## src/rtl/fdec_pkg.sv

```systemverilog
package fdec_pkg;
  // Control tag that travels with each tap product through the MAC pipeline.
  typedef struct packed {
    logic vld;
    logic first;
    logic last;
  } mac_tag_t;
endpackage

```

## src/rtl/fdec_ctrl.sv

```systemverilog
module fdec_ctrl #(
  parameter int TAPS  = 16,
  parameter int DECIM = 4,
  localparam int TAP_W = (TAPS > 1) ? $clog2(TAPS) : 1,
  localparam int PH_W  = (DECIM > 1) ? $clog2(DECIM) : 1
) (
  input  logic                    clk,
  input  logic                    rst,
  input  logic                    in_valid,
  output logic                    in_ready,
  output logic                    shift_en,
  output logic [TAP_W-1:0]        rd_addr,
  output fdec_pkg::mac_tag_t      issue_tag,
  output logic                    busy,
  output logic [PH_W-1:0]         phase
);
  localparam logic [TAP_W-1:0] TAP_LAST = TAP_W'(TAPS - 1);
  localparam logic [PH_W-1:0]  PH_LAST  = PH_W'(DECIM - 1);

  logic             busy_q;
  logic [TAP_W-1:0] tap_q;
  logic [PH_W-1:0]  phase_q;
  logic             accept;

  assign in_ready = !busy_q;
  assign accept   = in_valid && !busy_q;
  assign shift_en = accept;

  always_ff @(posedge clk) begin
    if (rst) begin
      busy_q  <= 1'b0;
      tap_q   <= '0;
      phase_q <= '0;
    end else begin
      if (accept) begin
        phase_q <= (phase_q == PH_LAST) ? '0 : phase_q + 1'b1;
        if (phase_q == '0) begin
          busy_q <= 1'b1;
          tap_q  <= '0;
        end
      end
      if (busy_q) begin
        if (tap_q == TAP_LAST) busy_q <= 1'b0;
        else                   tap_q  <= tap_q + 1'b1;
      end
    end
  end

  assign rd_addr         = tap_q;
  assign issue_tag.vld   = busy_q;
  assign issue_tag.first = (tap_q == '0);
  assign issue_tag.last  = (tap_q == TAP_LAST);
  assign busy            = busy_q;
  assign phase           = phase_q;
endmodule

```

## src/rtl/fdec_delay_line.sv

```systemverilog
module fdec_delay_line #(
  parameter int DATA_W = 16,
  parameter int TAPS   = 16,
  localparam int TAP_W = (TAPS > 1) ? $clog2(TAPS) : 1
) (
  input  logic                     clk,
  input  logic                     rst,
  input  logic                     shift_en,
  input  logic signed [DATA_W-1:0] din,
  input  logic [TAP_W-1:0]         rd_addr,
  output logic signed [DATA_W-1:0] rd_data
);
  logic signed [DATA_W-1:0] line_q [TAPS];

  always_ff @(posedge clk) begin
    if (rst)           line_q[0] <= '0;
    else if (shift_en) line_q[0] <= din;
  end

  for (genvar i = 1; i < TAPS; i++) begin : g_stage
    always_ff @(posedge clk) begin
      if (rst)           line_q[i] <= '0;
      else if (shift_en) line_q[i] <= line_q[i-1];
    end
  end

  always_ff @(posedge clk) begin
    rd_data <= line_q[rd_addr];
  end
endmodule

```

## src/rtl/fdec_coef_bank.sv

```systemverilog
module fdec_coef_bank #(
  parameter int COEF_W = 16,
  parameter int TAPS   = 16,
  localparam int TAP_W = (TAPS > 1) ? $clog2(TAPS) : 1
) (
  input  logic                     clk,
  input  logic                     we,
  input  logic [TAP_W-1:0]         waddr,
  input  logic signed [COEF_W-1:0] wdata,
  input  logic [TAP_W-1:0]         raddr,
  output logic signed [COEF_W-1:0] rdata
);
  logic signed [COEF_W-1:0] mem [TAPS];

  // Single write port plus registered read port, RAM-inferable.
  always_ff @(posedge clk) begin
    if (we && (32'(waddr) < TAPS)) mem[waddr] <= wdata;
    rdata <= mem[raddr];
  end
endmodule

```

## src/rtl/fdec_mac.sv

```systemverilog
module fdec_mac #(
  parameter int DATA_W = 16,
  parameter int COEF_W = 16,
  parameter int TAPS   = 16,
  parameter int FRAC   = 15
) (
  input  logic                     clk,
  input  logic                     rst,
  input  fdec_pkg::mac_tag_t       tag_in,
  input  logic signed [DATA_W-1:0] sample,
  input  logic signed [COEF_W-1:0] coef,
  output logic                     out_valid,
  output logic signed [DATA_W-1:0] out_data
);
  localparam int PROD_W = DATA_W + COEF_W;
  localparam int ACC_W  = PROD_W + ((TAPS > 1) ? $clog2(TAPS) : 0);
  localparam int EXT_W  = ACC_W + 1;
  localparam logic signed [EXT_W-1:0] HALF = EXT_W'(1) <<< (FRAC - 1);
  localparam logic signed [EXT_W-1:0] MAXV = EXT_W'((2 ** (DATA_W - 1)) - 1);
  localparam logic signed [EXT_W-1:0] MINV = -MAXV - EXT_W'(1);

  logic signed [PROD_W-1:0] prod_q;
  fdec_pkg::mac_tag_t       ptag_q;
  logic signed [ACC_W-1:0]  acc_q;
  logic signed [ACC_W-1:0]  sum;
  logic signed [EXT_W-1:0]  rnd;
  logic signed [EXT_W-1:0]  shf;

  always_ff @(posedge clk) begin
    if (rst) begin
      ptag_q <= '0;
      prod_q <= '0;
    end else begin
      ptag_q <= tag_in;
      prod_q <= PROD_W'(sample) * PROD_W'(coef);
    end
  end

  always_comb begin
    sum = (ptag_q.first ? ACC_W'(0) : acc_q) + ACC_W'(prod_q);
    rnd = EXT_W'(sum) + HALF;
    shf = rnd >>> FRAC;
  end

  always_ff @(posedge clk) begin
    if (rst) begin
      acc_q     <= '0;
      out_valid <= 1'b0;
      out_data  <= '0;
    end else begin
      out_valid <= 1'b0;
      if (ptag_q.vld) begin
        acc_q <= sum;
        if (ptag_q.last) begin
          out_valid <= 1'b1;
          if (shf > MAXV)      out_data <= MAXV[DATA_W-1:0];
          else if (shf < MINV) out_data <= MINV[DATA_W-1:0];
          else                 out_data <= shf[DATA_W-1:0];
        end
      end
    end
  end
endmodule

```

## src/rtl/fir_decimator.sv

```systemverilog
module fir_decimator #(
  parameter int DATA_W = 16,
  parameter int COEF_W = 16,
  parameter int TAPS   = 16,
  parameter int DECIM  = 4,
  parameter int FRAC   = 15,
  localparam int CA_W  = (TAPS > 1) ? $clog2(TAPS) : 1
) (
  input  logic                     clk,
  input  logic                     rst,
  input  logic                     coef_we,
  input  logic [CA_W-1:0]          coef_addr,
  input  logic signed [COEF_W-1:0] coef_wdata,
  input  logic                     in_valid,
  output logic                     in_ready,
  input  logic signed [DATA_W-1:0] in_data,
  output logic                     out_valid,
  output logic signed [DATA_W-1:0] out_data
);
  localparam int PH_W = (DECIM > 1) ? $clog2(DECIM) : 1;

  logic                     shift_en;
  logic [CA_W-1:0]          tap;
  logic                     busy;
  logic [PH_W-1:0]          phase;
  fdec_pkg::mac_tag_t       issue_tag;
  fdec_pkg::mac_tag_t       rd_tag_q;
  logic signed [DATA_W-1:0] smp_rd;
  logic signed [COEF_W-1:0] coef_rd;

  fdec_ctrl #(.TAPS(TAPS), .DECIM(DECIM)) i_ctrl (
    .clk(clk), .rst(rst), .in_valid(in_valid), .in_ready(in_ready),
    .shift_en(shift_en), .rd_addr(tap), .issue_tag(issue_tag),
    .busy(busy), .phase(phase)
  );

  fdec_delay_line #(.DATA_W(DATA_W), .TAPS(TAPS)) i_line (
    .clk(clk), .rst(rst), .shift_en(shift_en), .din(in_data),
    .rd_addr(tap), .rd_data(smp_rd)
  );

  fdec_coef_bank #(.COEF_W(COEF_W), .TAPS(TAPS)) i_coef (
    .clk(clk), .we(coef_we), .waddr(coef_addr), .wdata(coef_wdata),
    .raddr(tap), .rdata(coef_rd)
  );

  // Tag delayed to line up with the registered reads.
  always_ff @(posedge clk) begin
    if (rst) rd_tag_q <= '0;
    else     rd_tag_q <= issue_tag;
  end

  fdec_mac #(.DATA_W(DATA_W), .COEF_W(COEF_W), .TAPS(TAPS), .FRAC(FRAC)) i_mac (
    .clk(clk), .rst(rst), .tag_in(rd_tag_q), .sample(smp_rd), .coef(coef_rd),
    .out_valid(out_valid), .out_data(out_data)
  );
endmodule

```

## config.mk

```make
export PLATFORM = sky130hd
export DESIGN_NAME = fir_decimator
export DESIGN_NICKNAME = d
export VERILOG_FILES = /design/src/rtl/fdec_pkg.sv /design/src/rtl/fdec_ctrl.sv /design/src/rtl/fdec_delay_line.sv /design/src/rtl/fdec_coef_bank.sv /design/src/rtl/fdec_mac.sv /design/src/rtl/fir_decimator.sv
export SDC_FILE = /design/constraint.sdc
export NUM_CORES = 2
export LEC_CHECK = 0
export BUFFER_PORTS_ARGS = -buffer_cell sky130_fd_sc_hd__buf_4
export CORE_ASPECT_RATIO = 0.7
export CORE_MARGIN = 2
export CORE_UTILIZATION = 69
export DETAILED_ROUTE_END_ITERATION = 10
export PLACE_DENSITY = 0.9
export SLEW_MARGIN = 40
export SYNTH_ARGS = -nofsm -noshare
export SYNTH_HDL_FRONTEND = slang
export SYNTH_HIERARCHICAL = 1
export SYNTH_SLANG_ARGS = --single-unit
```

## constraint.sdc

```tcl
create_clock -name clk -period 14.2 [get_ports clk]
set_input_delay 0.71 -clock clk [delete_from_list [all_inputs] [get_ports clk]]
set_output_delay 0.71 -clock clk [all_outputs]
set_load 0.005 [all_outputs]
```

==> metrics.cfg <==
[status]
outcome = completed

[setup_path]
crit_chain = nand2_1 -> fa_1 -> inv_1 -> fa_1 -> inv_1 -> fa_1 -> inv_1 -> fa_1 -> fa_1 -> inv_1 -> fa_1 -> inv_1 -> ha_1 -> a21o_1 -> a21oi_1 -> o21ai_0 -> a31oi_1 -> o31ai_1 -> a211oi_1 -> o21ai_0 -> a31oi_1 -> xnor2_1 -> nor2_1
critPathCaptureType = flop
crit_fanout = 16
required_ns = 14.67
crit_slowest_cell = dfxtp_1
path_class = flop to flop
arrival_ns = 7.63
critical_path.most_common_cell = fa_1
cp-start-kind = flop
critPathMaxStageDelay_ns = 0.90

[clock_network]
cts_setup_buffers = 0
clock_latency_ns = 0.66
hold_buffers = 0
htreeDepth = 2
cts_root_buf = clkbuf_16
clk_pin_slew_ns = 0.07
cts_buffers = 58
cts_tree = built
cts_buffer_depth = 3
clock_sinks = 642
cts_resized = 0

[pwr]
p_leak_nw = 16.4
powerDensity_mw_per_mm2 = 225
seqPwrFrac_pct = 25.5
vdd_drop_max_mv = 0.349
intPower_mw = 5.35
netSwitchingPower_mw = 3.85
p_comb_share_pct = 57.3
total_power_mw = 9.20
swShare_pct = 41.9
clockPowerShare_pct = 17.2

[floorplanning]
ioPinCount = 58
num_rows = 71
die_y_um = 200
die_width_um = 284
start_util_pct = 70.2
coreArea_sq_mm = 0.0541
die-area_sq_mm = 0.0570

[timing]
fmax_ghz = 0.140
finalSetupViolCount = 0
fin_skew_ns = 0.0598
setup_tns_ns = 0
fin_crit_sh_pct = 50.5
slew_violations = 0
hold_viol = 0
slew_headroom_pct = 41.2
min_period_ns = 7.17
rsz0062_at_grt = false
tightest_slew_ns = 0.880

[synthesis]
synth_area_sq_mm = 0.0380
yosysTopAreaCellShare_pct = 40.5
synth_flop_cell = edfxtp_1
async_flop_share_pct = 0
syn_inst = 2963
synth.most_common_cell = edfxtp_1
yosys-top-cells-area = edfxtp_1, fa_1, dfxtp_1, and2_1, mux4_2
synth-edff-count = 512
ys_types = 91
ys_warn_count = 6
synth_area_leader_cell = edfxtp_1
avgSynthCellArea_sq_um = 12.8
synth-seq-area-share_pct = 47.3
synth.top_cells.by_count = edfxtp_1, and2_1, inv_1, fa_1, nand2_1
syn_nets = 3388
ys_ff_latch = 642

[finish]
syn2layout_area_growth_pct = 7.59
fin_nets = 3391
postLayoutCellArea_sq_mm = 0.0409
layout-drive-gt1-share_pct = 11.7

[job]
cap_violations = 0

[drt]
met1_length_um = 35100
drtIter0Drc = 3317
route.met3.wl_um = 9970
ant_nets = 0
wire_per_inst_um = 25.0
dr_wl_met2_um = 45000
drc = 0
vias_per_cell = 6.52
drt_wl_total_um = 93500
dr_total_vias = 24400
dr.pass1.iters = 5
dr.max_layer_used = met4

[grt]
grt_pass1_vias = 25400
grt_first_pass_wirelength_um = 148000
grt_max_degree = 145
grt_overflow_total = 0
track_usage_pct = 33.7
antenna_found_initial = 5

[place]
post-dp-hpwl_um = 57900
port_buffers = 57
placed_cell_area_sq_mm = 0.0390
gp_congestion = 0.959

[min_path]
min_path_type = input port to flop

==> routing by layer <==
layer | GRT usage (%) | up-vias
met5 | 0 | -
met4 | 11.2 | 0
met2 | 54.5 | 1711
met3 | 6.32 | 272
met1 | 46.9 | 12200
li1 | - | 10300
==> critical path: cells and delay by family (launching register included) <==
kind,cells,cell delay (ns)
adder cells (fa/ha/maj),7,3.43
AO/OA/AOI/OAI,8,2.00
flip-flops,1,0.90
buffers and inverters,5,0.28
AND/OR/NAND/NOR,2,0.24
XOR/XNOR,1,0.15
==> state kept, by name (all words and copies together) (netlist names) <==
| signal | flops |
|---|---|
| i_mac/ptag_q | 3 |
| i_line/rd_data | 16 |
| i_line/line_q | 256 |
| i_mac/out_valid | 1 |
| i_mac/acc_q | 36 |
| i_coef/mem | 256 |
| i_ctrl/phase | 2 |
| i_coef/rdata | 16 |
| i_mac/prod_q | 32 |
| i_ctrl/busy | 1 |
| i_ctrl/rd_addr | 4 |
| rd_tag_q | 3 |
| i_mac/out_data | 16 |
==> final timing paths <==
path	start	to	slack, ns	depth (start not counted)
max	i_coef/rdata[7]	i_mac/prod_q[31]	7.03	23
min	in_data[7]	i_line/line_q[0][7]	0.35	2
max reg2reg	i_coef/rdata[7]	i_mac/prod_q[31]	7.03	23
min reg2reg	rd_tag_q[2]	i_mac/ptag_q[2]	0.46	1
==> power groups by stage <==
stage          clock network [mW]  registers, mW  logic [mW]
3_3_place_gp                    0           2.36        4.96
5_1_grt                      1.66           2.35        5.97
6_report                     1.58           2.34        5.27
4_1_cts                      1.60           2.34        5.24
3_5_place_dp                    0           2.37        5.18
2_1_floorplan                   0           2.29        4.12
==> cells in the final DEF, fill, tap and decap left out, types with 56 or more instances in the layout <==
cell type / instances
mux4_2: 108
xnor2_1: 56
a22oi_1: 65
fa_1: 263
clkbuf_16: 58
nand2_1: 220
ha_1: 122
nor2_1: 121
edfxtp_1: 512
inv_1: 320
dfxtp_1: 127
a21oi_1: 57
buf_4: 79
and2_1: 387
==> layout make-up <==
| type | count | area [sq um] |
|---|---|---|
| Inverter | 322 | 1210 |
| Fill cell | 3007 | 13200 |
| Timing Repair Buffer | 88 | 712 |
| Clock inverter | 29 | 329 |
| Tap cell | 730 | 913 |
| Clock buffer | 75 | 1540 |
| Sequential cell | 642 | 18000 |
| Multi-Input combinational cell | 1854 | 18200 |
| Antenna cell | 3 | 7.51 |
==> per-stage QoR <==
stage / hold slack (ns) / worst slack (ns) / std cells / util, %
detailed placement: 0.423 / 7.17 / 3636 / 72.1
finish: 0.348 / 7.03 / 3743 / 75.6
global route: 0.344 / 6.73 / 3741 / 75.6
global placement: 0.426 / 7.29 / 3634 / 71.9
CTS: 0.326 / 7.09 / 3740 / 75.5
floorplan: 0.414 / 7.78 / 2963 / -
==> cell families after synthesis <==
kind of cell	synth area share [%]
AOI/OAI and AO/OA	6.31
xor gates and xnor gates	1.87
adders and majority gates	17.9
buffers and inverters	5.06
DFF	47.3
muxes	8.66
and+or+nand+nor	12.9
Note: power is estimated with default switching activity, not from simulation.
